`src/rtl/legacy_steer_pkg.sv`:
```
package legacy_steer_pkg;

  localparam int NUM_SEG   = 2;
  localparam int CFG_W     = 8;
  localparam int SEG_PITCH = 4;
  localparam logic [CFG_W-1:0] ATTR_MASK = 8'h33;
  localparam int HOLE_BIT  = 7;

  typedef enum logic [1:0] {
    ATTR_DOWN   = 2'b00,
    ATTR_RDONLY = 2'b01,
    ATTR_WRONLY = 2'b10,
    ATTR_DRAM   = 2'b11
  } attrCode_t;

  typedef struct packed {
    logic [NUM_SEG-1:0] rdDram;
    logic [NUM_SEG-1:0] wrDram;
    logic               holeOn;
  } steerCtl_t;

  function automatic logic codeReadsDram(attrCode_t c);
    case (c)
      ATTR_RDONLY, ATTR_DRAM: return 1'b1;
      default:                return 1'b0;
    endcase
  endfunction

  function automatic logic codeWritesDram(attrCode_t c);
    case (c)
      ATTR_WRONLY, ATTR_DRAM: return 1'b1;
      default:                return 1'b0;
    endcase
  endfunction

endpackage

```
`src/rtl/legacy_steer_ctrl.sv`:
```
module legacy_steer_ctrl
  import legacy_steer_pkg::*;
(
  input  logic             clk,
  input  logic             rstN,
  input  logic             cfgWrEn,
  input  logic             cfgSel,
  input  logic [CFG_W-1:0] cfgWrData,
  input  logic             holeLock,
  output logic [CFG_W-1:0] cfgRdData,
  output steerCtl_t        ctl
);

  logic [1:0]         segCode [NUM_SEG];
  logic               holeEn;
  logic               lockSeen;
  logic [NUM_SEG-1:0] rdVec;
  logic [NUM_SEG-1:0] wrVec;
  logic [CFG_W-1:0]   attrImage;
  logic               holeWrOk;

  assign holeWrOk = cfgWrEn && cfgSel && !holeLock && !lockSeen;

  always_ff @(posedge clk) begin
    if (!rstN) begin
      for (int i = 0; i < NUM_SEG; i++) segCode[i] <= 2'b00;
      holeEn   <= 1'b0;
      lockSeen <= 1'b0;
    end else begin
      if (cfgWrEn && !cfgSel) begin
        for (int i = 0; i < NUM_SEG; i++)
          segCode[i] <= cfgWrData[SEG_PITCH*i +: 2];
      end
      if (holeWrOk) holeEn <= cfgWrData[HOLE_BIT];
      lockSeen <= lockSeen | holeLock;
    end
  end

  for (genvar i = 0; i < NUM_SEG; i++) begin : g_strobe
    assign rdVec[i] = codeReadsDram(attrCode_t'(segCode[i]));
    assign wrVec[i] = codeWritesDram(attrCode_t'(segCode[i]));
  end

  always_comb begin
    attrImage = '0;
    for (int i = 0; i < NUM_SEG; i++) attrImage[SEG_PITCH*i +: 2] = segCode[i];
  end

  assign cfgRdData = cfgSel ? {holeEn, {(CFG_W-1){1'b0}}} : attrImage;
  assign ctl = '{rdDram: rdVec, wrDram: wrVec, holeOn: holeEn};


  attr_load_chk: assert property (@(posedge clk) disable iff (!rstN)
    (cfgWrEn && !cfgSel) |=> (attrImage == ($past(cfgWrData) & ATTR_MASK)));


  hole_load_chk: assert property (@(posedge clk) disable iff (!rstN)
    holeWrOk |=> (holeEn == $past(cfgWrData[HOLE_BIT])));


  lock_hold_chk: assert property (@(posedge clk) disable iff (!rstN)
    (holeLock || lockSeen) |=> $stable(holeEn));

endmodule

```
`src/rtl/legacy_steer_decode.sv`:
```
module legacy_steer_decode
  import legacy_steer_pkg::*;
#(
  parameter int                ADDR_W    = 32,
  parameter logic [ADDR_W-1:0] SEG_BASE  = 'h000E_8000,
  parameter logic [ADDR_W-1:0] SEG_SIZE  = 'h0000_4000,
  parameter logic [ADDR_W-1:0] HOLE_BASE = 'h00F0_0000,
  parameter logic [ADDR_W-1:0] HOLE_SIZE = 'h0010_0000,
  parameter logic [ADDR_W:0]   TOP_MEM   = 'h0400_0000
)(
  input  logic              clk,
  input  logic              rstN,
  input  steerCtl_t         ctl,
  input  logic              reqValid,
  input  logic              reqWrite,
  input  logic [ADDR_W-1:0] reqAddr,
  output logic              routeDram,
  output logic              routeDown
);

  localparam logic [ADDR_W:0] HOLE_LO = {1'b0, HOLE_BASE};
  localparam logic [ADDR_W:0] HOLE_HI = {1'b0, HOLE_BASE} + {1'b0, HOLE_SIZE};

  logic [ADDR_W:0]    addrExt;
  logic [NUM_SEG-1:0] inSeg;
  logic [NUM_SEG-1:0] segDram;
  logic               inHole;
  logic               claimDram;

  assign addrExt = {1'b0, reqAddr};

  for (genvar i = 0; i < NUM_SEG; i++) begin : g_seg
    localparam logic [ADDR_W:0] SEG_LO =
      {1'b0, SEG_BASE} + (ADDR_W+1)'(i) * {1'b0, SEG_SIZE};
    localparam logic [ADDR_W:0] SEG_HI = SEG_LO + {1'b0, SEG_SIZE};
    assign inSeg[i]   = (addrExt >= SEG_LO) && (addrExt < SEG_HI);
    assign segDram[i] = reqWrite ? ctl.wrDram[i] : ctl.rdDram[i];
  end

  assign inHole = (addrExt >= HOLE_LO) && (addrExt < HOLE_HI);

  always_comb begin
    if (|inSeg)                    claimDram = |(inSeg & segDram);
    else if (ctl.holeOn && inHole) claimDram = 1'b0;
    else                           claimDram = addrExt < TOP_MEM;
  end

  assign routeDram = reqValid & claimDram;
  assign routeDown = reqValid & ~claimDram;


  route_onehot_chk: assert property (@(posedge clk) disable iff (!rstN)
    reqValid |-> $onehot({routeDram, routeDown}));


  route_idle_chk: assert property (@(posedge clk) disable iff (!rstN)
    !reqValid |-> !(routeDram || routeDown));


  tom_limit_chk: assert property (@(posedge clk) disable iff (!rstN)
    (reqValid && (addrExt >= TOP_MEM)) |-> routeDown);


  hole_claim_chk: assert property (@(posedge clk) disable iff (!rstN)
    (reqValid && ctl.holeOn && (addrExt >= HOLE_LO) && (addrExt < HOLE_HI))
      |-> routeDown);

endmodule

```
`src/rtl/legacy_steer.sv`:
```
module legacy_steer
  import legacy_steer_pkg::*;
#(
  parameter int                ADDR_W    = 32,
  parameter logic [ADDR_W-1:0] SEG_BASE  = 'h000E_8000,
  parameter logic [ADDR_W-1:0] SEG_SIZE  = 'h0000_4000,
  parameter logic [ADDR_W-1:0] HOLE_BASE = 'h00F0_0000,
  parameter logic [ADDR_W-1:0] HOLE_SIZE = 'h0010_0000,
  parameter logic [ADDR_W:0]   TOP_MEM   = 'h0400_0000
)(
  input  logic              clk,
  input  logic              rstN,
  input  logic              cfgWrEn,
  input  logic              cfgSel,
  input  logic [7:0]        cfgWrData,
  output logic [7:0]        cfgRdData,
  input  logic              holeLock,
  input  logic              reqValid,
  input  logic              reqWrite,
  input  logic [ADDR_W-1:0] reqAddr,
  output logic              routeDram,
  output logic              routeDown
);

  steerCtl_t ctl;

  legacy_steer_ctrl u_ctrl (
    .clk       (clk),
    .rstN      (rstN),
    .cfgWrEn   (cfgWrEn),
    .cfgSel    (cfgSel),
    .cfgWrData (cfgWrData),
    .holeLock  (holeLock),
    .cfgRdData (cfgRdData),
    .ctl       (ctl)
  );

  legacy_steer_decode #(
    .ADDR_W    (ADDR_W),
    .SEG_BASE  (SEG_BASE),
    .SEG_SIZE  (SEG_SIZE),
    .HOLE_BASE (HOLE_BASE),
    .HOLE_SIZE (HOLE_SIZE),
    .TOP_MEM   (TOP_MEM)
  ) u_decode (
    .clk       (clk),
    .rstN      (rstN),
    .ctl       (ctl),
    .reqValid  (reqValid),
    .reqWrite  (reqWrite),
    .reqAddr   (reqAddr),
    .routeDram (routeDram),
    .routeDown (routeDown)
  );

endmodule

```
`config.mk`:
```
export PLATFORM = sky130hd
export DESIGN_NAME = legacy_steer
export DESIGN_NICKNAME = d
export VERILOG_FILES = /design/src/rtl/legacy_steer_pkg.sv /design/src/rtl/legacy_steer_ctrl.sv /design/src/rtl/legacy_steer_decode.sv /design/src/rtl/legacy_steer.sv
export SDC_FILE = /design/constraint.sdc
export NUM_CORES = 1
export LEC_CHECK = 0
export ABC_AREA = 1
export BUFFER_PORTS_ARGS = -buffer_cell sky130_fd_sc_hd__buf_4
export CORE_UTILIZATION = 38
export CTS_BUF_LIST = sky130_fd_sc_hd__clkbuf_4 sky130_fd_sc_hd__clkbuf_8
export CTS_CLUSTER_SIZE = 28
export DETAILED_ROUTE_END_ITERATION = 6
export PLACE_DENSITY = 0.93
export SLEW_MARGIN = 20
export SYNTH_ARGS = -nofsm -noshare
export SYNTH_HDL_FRONTEND = slang
export SYNTH_HIERARCHICAL = 1
export SYNTH_SLANG_ARGS = --single-unit
export TNS_END_PERCENT = 30
```
`constraint.sdc`:
```
create_clock -name clk -period 1.4 [get_ports clk]
set_input_delay 0.14 -clock clk [delete_from_list [all_inputs] [get_ports clk]]
set_output_delay 0.14 -clock clk [all_outputs]
set_load 0.05 [all_outputs]
```
==> metrics.md, run 1 <==
| Metric | Value |
|---|---|
| Tot Pwr | 0.616 mW |
| Max-cap violations | 0 |
| GRT Util Overall | 16.8% |
| CP Cell Sequence | inv_2 > nand2_1 > nand3_1 > nand2_1 > nand2_1 > nand3_2 > a21oi_4 > buf_6 |
| CP Capture Type | primary output |
| Fin area | 858 sq um |
| Worst path slowest cell | edfxtp_1 |
| Fmax achieved | about 680 MHz |
| Placed cell area | 813 sq um |
| Worst setup SP type | flop |
| Pleak | about 0.51 nW |
| Seq pwr share | approximately a third |
| Power Dens Cells | between 700 and 800 nW/um^2 |
| Drc violations | 0 |
| Synthesized area per cell | around 6.2 sq um |
| CP max FO | 2 |
| Tmin final | 1480 ps |
| Combinational Power Share | between 30% and 40% |
| Most frequent cells in the layout | buf_4 (35), inv_1 (22), nor2_1 (17), nand2_1 (16), nand3_1 (5) |
| Crit path arrival time | between 1000 and 1500 ps |
| Post-synthesis sequential area ratio | 29.1% |
| Synth Area in Adders | 0% |
| DIE WIDTH | about 40 um |
| Post-synthesis xor/xnor area fraction | 0% |
| Synth-to-Final Area Change | 55.9% |
| Diode count | 0 |
| CTS Hold Bufs | 0 |
| Clk pwr share | about 33% |
| Vias per cell | approximately 4.4 |
| Int Pwr | 0.423 mW |
| Largest net degree at the start of global routing | 8 |
| Initial DRC Count | 3 |
| Port bufs | 36 |
| Synth warn | 6 |
| Io pins | between 50 and 60 |
| Synth Area in Compound Gates | 1.82% |
| CP delay by family, top | flip-flops |
| RSZ-0062 raised after global routing | true |
| Detailed-route via count | 610 |
| Largest family of logic cells by synthesized area | simple AND/OR/NAND/NOR gates |
| DP Wirelength | roughly 950 um |
| Worst Slack Setup Final | -79.7 ps |
| Chip Height | roughly 40 um |
| Hold Violations, Final | 0 |
| Core Region | roughly 1300 sq um |
| Most common cell after layout, fill and taps aside | buf_4 |
| CP required | about 1300 ps |
| Syn Inst Count | slightly below 90 |
| RePlAce Congestion | approximately 0.64 |
| Share of layout cells above drive strength 1 | roughly two fifths |
| Non-Filler Instances | ~140 |
| Setup CP Type | reg2out |
| FF-to-FF setup slack | 670 ps |
| Status | complete, but fails checks |
| Max Slew Vio Count | 0 |
| Clk root buf | clkbuf_4 |
| First-pass GRT wire length | approximately 1.7 mm |
| RR Startpoint | u_ctrl/lockSeen$_SDFF_PN0_ |
| Vias in the first global route | 520 |
| Initial antenna violation count | 0 |
| Grt ovf | 0 |
| Switching power | a little under 0.2 mW |
| Hold endpoint | u_ctrl/lockSeen$_SDFF_PN0_ |
| Row cnt | 13 |
| Post-placement cell count | about 130 |
| H-Tree Depth | 1 |
| Crit path top cell by count | nand2_1 |
| Final antenna-violating net count | 0 |
| Sw Share | a little under a third |
| CP bufs+invs | 2 |
| Clock sinks | 6 |
| Drt pass-1 iters | 4 |
| Final period util | 106% |
| Hold path start | holeLock |
| Worst r2r path cells | 4 |
| Clock skew | around 0.061 ps |
| Synth unique cells | 19 |
| CTS tree | yes |
| Simple-Gate Fraction of Synth Area | a little over two fifths |
| Die area | 1600 sq um |
| Initial Utilization | around two fifths |
| Final WL | between 1 and 1.5 mm |
| Final #Nets | about 170 |
| Yosys reg bits | 6 |
| Post-synthesis mux area share | 0% |
| Worst Hold Class | in2reg |
| Hold Path Stages | 3 |
| Total CTS buffers | 3 |
| Critical R2R Capture | u_ctrl/holeEn$_SDFFE_PN0P_ |
| Final number of setup-violating endpoints | 2 |
| Routed wire per std cell | around 8.2 um |
| Longest Clk Path Bufs | 2 |
| Max rail drop VDD | approximately 0.57 mV |
| Clock insertion delay at the later pin of the skew report | 250 ps |
| Worst-path clk slew | approximately 50 ps |
| Violated checks | negative setup slack |
| Max incr delay on CP | roughly 400 ps |
| Mapped cell area | ~550 sq um |
-- power by group through the flow --
stage / clock network [mW] / registers [mW] / logic [mW]
4_1_cts: 0.205 / 0.209 / 0.204
2_1_floorplan: 0 / 0.211 / 0.118
3_3_place_gp: 0 / 0.212 / 0.197
3_5_place_dp: 0 / 0.213 / 0.202
5_1_grt: 0.215 / 0.210 / 0.228
6_report: 0.200 / 0.209 / 0.207
-- cell families after synthesis --
family,count (synthesis)
DFF,6
AOI/OAI and AO/OA,2
other,1
and+or+nand+nor,47
buffers and inverters,33
-- worst register-to-register path, stage by stage (launching register included) --
cell,delay (ps)
dfxtp_1,290
nor2_1,150
nand3_1,100
nand2_1,60
nor2_1,30
-- registers in the layout, indices dropped and copies added, names as in the netlist --
signal,flops
u_ctrl/holeEn,1
u_ctrl/segCode,4
u_ctrl/lockSeen,1
-- cells in the mapped netlist --
library cell   n  area share (%)
inv_1         22              15
nor2_1        17              12
nand2_1       16              11
nand3_1        5             4.5
buf_4          4             5.5
clkbuf_1       4             2.7
edfxtp_1       4              22
a21oi_1        2             1.8
dfxtp_1        2             7.3
inv_2          2             1.4
nand3_2        2             3.6
nor2_2         2             2.3
clkinv_1       1            0.68
conb_1         1            0.68
nand2_2        1             1.1
nand3b_1       1             1.4
nand4_1        1             1.1
nor2_8         1             3.6
nor3_4         1             3.0
-- final cells by class --
class | instances | area (sq um)
fill | 121 | 459
timing repair buffer | 37 | 285
multi-input combinational | 52 | 270
sequential | 6 | 160
inverter | 25 | 93.8
clock buffer | 4 | 30.0
tap | 15 | 18.8
-- layer usage --
metal  routed length [um]  global-route usage (%)
met2                  623                    33.5
met4                   24                    12.9
met1                  362                    13.3
met5                    0                       0
met3                  130                    4.44
-- through the flow --
step           hold slack [ps]  utilization, %  worst slack, ps  setup TNS [ps]
6_report                   130            65.1            -79.7            -136
5_1_grt                    138            65.1             -173            -331
4_1_cts                    126            64.6            -73.9            -123
3_5_place_dp               387            61.7              177               0
3_3_place_gp               379            61.7              199               0
2_1_floorplan              252               -             36.1               0
-- worst max-delay path by stage --
| stage | start | endpoint | slack (ps) | cells after the start |
|---|---|---|---|---|
| finish | u_ctrl/segCode[0][2]$_SDFFCE_PN0P_ | routeDown | -80 | 8 |
| global route | u_ctrl/segCode[0][2]$_SDFFCE_PN0P_ | routeDown | -170 | 8 |
| CTS | u_ctrl/segCode[0][0]$_SDFFCE_PN0P_ | routeDown | -70 | 8 |
| detailed placement | reqAddr[23] | routeDram | 180 | 9 |
| global placement | u_ctrl/segCode[0][3]$_SDFFCE_PN0P_ | routeDown | 200 | 8 |
| floorplan | u_ctrl/segCode[0][2]$_SDFFCE_PN0P_ | routeDram | 40 | 9 |
-- timing repair --
item	4_1_cts	5_1_grt
endpoints found under the hold margin	0	0
setup buffers	0	1
resized for setup	2	0
setup endpoints to repair	2	2
pin swaps	1	1
(Power assumes the default switching activity.)
==> run 2, diff against run 1 <==
--- a/config.mk
+++ b/config.mk
@@ -7,11 +7,12 @@
 export LEC_CHECK = 0
 export ABC_AREA = 1
 export BUFFER_PORTS_ARGS = -buffer_cell sky130_fd_sc_hd__buf_4
+export CAP_MARGIN = 20
 export CORE_UTILIZATION = 38
 export CTS_BUF_LIST = sky130_fd_sc_hd__clkbuf_4 sky130_fd_sc_hd__clkbuf_8
 export CTS_CLUSTER_SIZE = 28
 export DETAILED_ROUTE_END_ITERATION = 6
-export PLACE_DENSITY = 0.93
+export PLACE_DENSITY_LB_ADDON = 0.08
 export SLEW_MARGIN = 20
 export SYNTH_ARGS = -nofsm -noshare
 export SYNTH_HDL_FRONTEND = slang
==> metrics.md, run 2 (synthesized netlist as in run 1, its figures left out) <==
| Metric | Value |
|---|---|
| Status | complete, but fails checks |
| Violated checks | negative setup slack |
| Pleak | 0.501 nW (-0.98%) |
| Largest net degree at the start of global routing | 8 (unchanged) |
| CTS tree | yes |
| Initial antenna violation count | 0 (unchanged) |
| DP Wirelength | 977 um (+2.9%) |
| Combinational Power Share | 33.6% (about the same) |
| Drc violations | 0 (unchanged) |
| Synth-to-Final Area Change | 54.5% |
| Longest Clk Path Bufs | 2 (unchanged) |
| Chip Height | 40.1 um (unchanged) |
| Hold Violations, Final | 0 (unchanged) |
| RSZ-0062 raised after global routing | true |
| Clock insertion delay at the later pin of the skew report | 240 ps (about the same) |
| Largest register by flop count | u_ctrl/segCode |
| Top Registers | u_ctrl/segCode x4, u_ctrl/holeEn x1, u_ctrl/lockSeen x1 |
| Final antenna-violating net count | 0 (unchanged) |
| Pre-CTS setup slack | 155 ps (-21.8 ps) |
| Crit path arrival time | 1330 ps (about the same) |
| Final period util | 105% (-0.77 points) |
| Clock sinks | 6 (unchanged) |
| Worst Slack Setup Final | -68.9 ps (+10.8 ps) |
| Total CTS buffers | 3 (unchanged) |
| Number of flip-flops in the largest register | 4 (unchanged) |
| Max Slew Vio Count | 0 (unchanged) |
| CP Capture Type | primary output |
| Total setup buffers inserted after CTS | 0 (unchanged) |
| Clock skew | 0.00841 ps (-0.0529 ps) |
| Most common cell after layout, fill and taps aside | buf_4 |
| Final core occ | 64.6% (-0.57 points) |
| Detailed-route via count | 582 (-4.6%) |
| Drt pass-1 iters | 3 (-1) |
| Core Region | 1320 sq um (unchanged) |
| Row cnt | 13 (unchanged) |
| Max rail drop VDD | 0.487 mV (-15%) |
| Worst setup SP type | flop |
| Max-cap violations | 0 (unchanged) |
| Clk root buf | clkbuf_4 |
| Final number of setup-violating endpoints | 2 (unchanged) |
| Final TNS setup | -112 ps (+23.9 ps) |
| Tmin final | 1470 ps (-10.8 ps) |
| Most frequent cells in the layout | buf_4 (34), inv_1 (22), nor2_1 (17), nand2_1 (16), nand3_1 (5) |
| CP max FO | 2 (unchanged) |
| Port bufs | 36 (unchanged) |
| Share of layout cells above drive strength 1 | 40.7% (-0.48 points) |
| GRT Util Overall | 15.8% (-1.0 points) |
| Routed wire per std cell | 8.17 um (-0.34%) |
| First-pass GRT wire length | 1.60 mm (-6.9%) |
| Vias in the first global route | 450 (-13%) |
| Int Pwr | 0.419 mW (-0.72%) |
| RePlAce Congestion | 0.584 (-9.3%) |
| Vias per cell | 4.22 (-3.9%) |
| H-Tree Depth | 1 (unchanged) |
| Final #Nets | 171 (-0.58%) |
| Worst-path clk slew | 40 ps (about the same) |
| Grt ovf | 0 (unchanged) |
| Sw Share | 30.5% (-1.0 points) |
| Switching power | 0.184 mW (-5.3%) |
| Worst Hold Class | in2reg |
| Io pins | 57 (unchanged) |
| Tot Pwr | 0.603 mW (-2.2%) |
| DIE WIDTH | 40.1 um (unchanged) |
| Setup CP Type | reg2out |
| CP required | 1260 ps (about the same) |
| Die area | 1600 sq um (unchanged) |
| Initial Utilization | 41.8% (unchanged) |
| Initial DRC Count | 5 (+2) |
| Seq pwr share | 34.8% (+0.9 points) |
| Clk pwr share | 31.6% (-0.9 points) |
| Final WL | 1.13 mm (-1.1%) |
| Fmax achieved | 681 MHz (+0.73%) |
| Power Dens Cells | 709 nW/um^2 (-1.3%) |
| Diode count | 0 (unchanged) |
==> run 2: cell count changes in the layout (fill, tap and decap cells not counted) <==
cell / change
buf_4: -1
==> run 2: area by class of cell <==
cell class                 instances  area, sq um
clock buffer                       4         30.0
fill                             123          467
inverter                          25         93.8
multi-input combinational         52          270
sequential                         6          160
tap                               15         18.8
timing repair buffer              36          278
==> run 2: final timing paths <==
kind | from | end | slack (ps) | cells after the start
worst max-delay path | u_ctrl/segCode[0][3]$_SDFFCE_PN0P_ | routeDown | -70 | 8
worst min-delay path | holeLock | u_ctrl/lockSeen$_SDFF_PN0_ | 140 | 3
worst max register to register | u_ctrl/lockSeen$_SDFF_PN0_ | u_ctrl/holeEn$_SDFFE_PN0P_ | 640 | 4
worst min register to register | u_ctrl/lockSeen$_SDFF_PN0_ | u_ctrl/lockSeen$_SDFF_PN0_ | 470 | 2
==> run 2: layer usage <==
| metal | global-route usage (%) | wire length, um |
|---|---|---|
| met5 | 0 | 0 |
| met4 | 15.5 | 8 |
| met3 | 2.22 | 126 |
| met2 | 26.2 | 588 |
| met1 | 16.8 | 404 |
==> run 2: power groups by stage <==
stage	Combinational, mW	Clock (mW)	Sequential (mW)
6_report	0.203	0.190	0.210
5_1_grt	0.223	0.203	0.212
4_1_cts	0.204	0.202	0.210
3_5_place_dp	0.202	0	0.213
3_3_place_gp	0.199	0	0.213
2_1_floorplan	0.118	0	0.211
==> run 2: repair_timing <==
item,in CTS,in global routing
gates resized for setup,2,0
setup endpoints to repair,2,2
hold buffers,0,0
==> run 2: critical path, cell delays in order, from the launching register on <==
cell and delay [ps]:
edfxtp_1 380, inv_1 70, nand2_1 40, nand3_1 70
nand2_1 50, nand2_1 80, nand3_2 90, a21oi_4 130
buf_6 160
==> run 2: stage by stage <==
stage	hold WS, ps	std cells	area (sq um)
after floorplan	252	91	569
after global placement	382	134	813
after detailed placement	386	134	813
after CTS	129	138	851
after global routing	157	138	851
final	138	138	851
==> run 3, diff against run 2 <==
--- a/config.mk
+++ b/config.mk
@@ -8,6 +8,7 @@
 export ABC_AREA = 1
 export BUFFER_PORTS_ARGS = -buffer_cell sky130_fd_sc_hd__buf_4
 export CAP_MARGIN = 20
+export CORE_ASPECT_RATIO = 0.9
 export CORE_UTILIZATION = 38
 export CTS_BUF_LIST = sky130_fd_sc_hd__clkbuf_4 sky130_fd_sc_hd__clkbuf_8
 export CTS_CLUSTER_SIZE = 28
@@ -18,4 +19,3 @@
 export SYNTH_HDL_FRONTEND = slang
 export SYNTH_HIERARCHICAL = 1
 export SYNTH_SLANG_ARGS = --single-unit
-export TNS_END_PERCENT = 30
==> metrics.md, run 3 (synthesized netlist as in run 1, its figures left out) <==
| Metric | Value |
|---|---|
| Worst r2r path cells | 4 (unchanged) |
| Routed wire per std cell | 8.51 um (+4.2%) |
| Final number of setup-violating endpoints | 2 (unchanged) |
| Max-cap violations | 0 (unchanged) |
| Critical R2R Capture | u_ctrl/holeEn$_SDFFE_PN0P_ |
| Port bufs | 36 (unchanged) |
| Diode count | 0 (unchanged) |
| Share of layout cells above drive strength 1 | 42.7% (+2.1 points) |
| Worst Hold Class | in2reg |
| Core Region | 1290 sq um (-2.0%) |
| RePlAce Congestion | 0.774 (+32%) |
| Die area | 1610 sq um (about the same) |
| Crit path top cell by count | nand2_1 |
| Violated checks | negative setup slack |
| Chip Height | 38.1 um (-4.9%) |
| CP max FO | 2 (unchanged) |
| DP Wirelength | 948 um (-3.0%) |
| GRT Util Overall | 13.8% (-2.1 points) |
| CTS Hold Bufs | 0 (unchanged) |
| CP required | 1260 ps (about the same) |
| H-Tree Depth | 1 (unchanged) |
| Vias in the first global route | 470 (+4.4%) |
| Setup CP Type | reg2out |
| Max Slew Vio Count | 0 (unchanged) |
| Max incr delay on CP | 400 ps (+20 ps) |
| Initial DRC Count | 12 (+7) |
| Synth-to-Final Area Change | 58.0% |
| RSZ-0062 raised after global routing | true |
| FILL cells | 118 (-4.1%) |
| Final #Nets | 172 (+0.58%) |
| Max rail drop VDD | 0.639 mV (+31%) |
| Largest register by flop count | u_ctrl/segCode |
| Vias per cell | 4.24 (+0.52%) |
| Setup crit end | routeDown |
| Drt pass-1 iters | 4 (+1) |
| Top Registers | u_ctrl/segCode x4, u_ctrl/holeEn x1, u_ctrl/lockSeen x1 |
| Hold Violations, Final | 0 (unchanged) |
| Most frequent cells in the layout | buf_4 (35), inv_1 (22), nor2_1 (17), nand2_1 (14), nand3_1 (5) |
| Hold_ws | 139 ps (+0.893 ps) |
| Largest net degree at the start of global routing | 8 (unchanged) |
| DIE WIDTH | 42.1 um (+5.1%) |
| Clock skew | 0.100 ps (+0.0916 ps) |
| Final WL | 1.18 mm (+4.2%) |
| Hold path start | holeLock |
| Status | complete, but fails checks |
| Row cnt | 12 (-1) |
| RR Startpoint | u_ctrl/lockSeen$_SDFF_PN0_ |
| First-pass GRT wire length | 1.68 mm (+4.8%) |
| Tmin final | 1520 ps (+54.7 ps) |
| Worst Slack Setup Final | -124 ps (-54.7 ps) |
| Total CTS buffers | 3 (unchanged) |
| Number of flip-flops in the largest register | 4 (unchanged) |
| Final period util | 109% (+3.9 points) |
| Crit path arrival time | 1380 ps (+50 ps) |
| Most common cell after layout, fill and taps aside | buf_4 |
| Grt ovf | 0 (unchanged) |
| Io pins | 57 (unchanged) |
| Worst Setup SP | u_ctrl/segCode[0][2]$_SDFFCE_PN0P_ |
| Fmax achieved | 656 MHz (-3.6%) |
| Pleak | 0.507 nW (+1.1%) |
| Worst-path clk slew | 50 ps (about the same) |
| Initial Utilization | 42.6% (+0.85 points) |
| Worst setup SP type | flop |
| Clk root buf | clkbuf_4 |
| Clock sinks | 6 (unchanged) |
| Tot Pwr | 0.609 mW (+0.96%) |
| Longest Clk Path Bufs | 2 (unchanged) |
| CTS tree | yes |
| Initial antenna violation count | 0 (unchanged) |
| Detailed-route via count | 585 (+0.52%) |
| Clock insertion delay at the later pin of the skew report | 240 ps (about the same) |
| Final TNS setup | -235 ps (-123 ps) |
| FF-to-FF setup slack | 660 ps (+20 ps) |
| Power Dens Cells | 700 nW/um^2 (-1.2%) |
| CP Capture Type | primary output |
| Final antenna-violating net count | 0 (unchanged) |
| Final core occ | 67.3% (+2.8 points) |
| Drc violations | 0 (unchanged) |
| CP Cell Sequence | inv_2 > nand2_1 > nand3_1 > nand2_1 > nand2_2 > nand3_4 > a21oi_4 > buf_6 |
| Worst path slowest cell | edfxtp_1 |
==> run 3: final cells by class <==
type | count | area, sq um | area share [%]
flip-flops and latches | 6 | 160 | 18.4
multi-input cells | 52 | 283 | 32.5
repair buffers | 37 | 285 | 32.8
inverters | 25 | 93.8 | 10.8
clock buffers | 4 | 30.0 | 3.45
well taps | 14 | 17.5 | 2.01
==> run 3: routing by layer <==
metal | wire length [um] | up-vias | track usage, %
li1 | - | 318 | -
met1 | 476 | 244 | 15.6
met2 | 610 | 23 | 25.4
met3 | 88 | 0 | 2.36
met4 | 0 | 0 | 7.03
met5 | 0 | - | 0
==> run 3: how the worst min path moves through the flow <==
| stage | end | slack [ps] | cells past startpoint |
|---|---|---|---|
| final | u_ctrl/lockSeen$_SDFF_PN0_ | 140 | 3 |
| after global routing | u_ctrl/holeEn$_SDFFE_PN0P_ | 170 | 3 |
| after CTS | u_ctrl/holeEn$_SDFFE_PN0P_ | 140 | 3 |
| after detailed placement | u_ctrl/lockSeen$_SDFF_PN0_ | 390 | 3 |
| after global placement | u_ctrl/lockSeen$_SDFF_PN0_ | 390 | 3 |
| after floorplan | u_ctrl/lockSeen$_SDFF_PN0_ | 250 | 2 |
==> run 3: through the flow <==
step | area (sq um) | instances | worst slack [ps]
floorplan | 569 | 91 | 36.1
global placement | 812 | 133 | 171
detailed placement | 812 | 133 | 152
CTS | 857 | 138 | -92.3
global route | 870 | 138 | -207
finish | 870 | 138 | -124
==> run 3: power breakdown <==
| part | total, mW | leakage, nW | switching [mW] | internal [mW] |
|---|---|---|---|---|
| clock network | 0.190 | 0.0184 | 0.0629 | 0.127 |
| registers | 0.210 | 0.0572 | 0.00649 | 0.203 |
| logic | 0.209 | 0.431 | 0.117 | 0.0916 |
| total | 0.609 | 0.507 | 0.187 | 0.422 |
==> run 3: critical path: cells and delay by family, from the launching register on <==
family	cells	cell delay [ps]
buffers and inverters	2	230
flip-flops	1	400
AND/OR/NAND/NOR	5	380
AO/OA/AOI/OAI	1	120
==> run 3: repair_timing <==
item | in CTS | in global routing
pin swaps | 0 | 1
resized for setup | 2 | 3
setup endpoints to repair | 2 | 2
setup buffers | 1 | 0
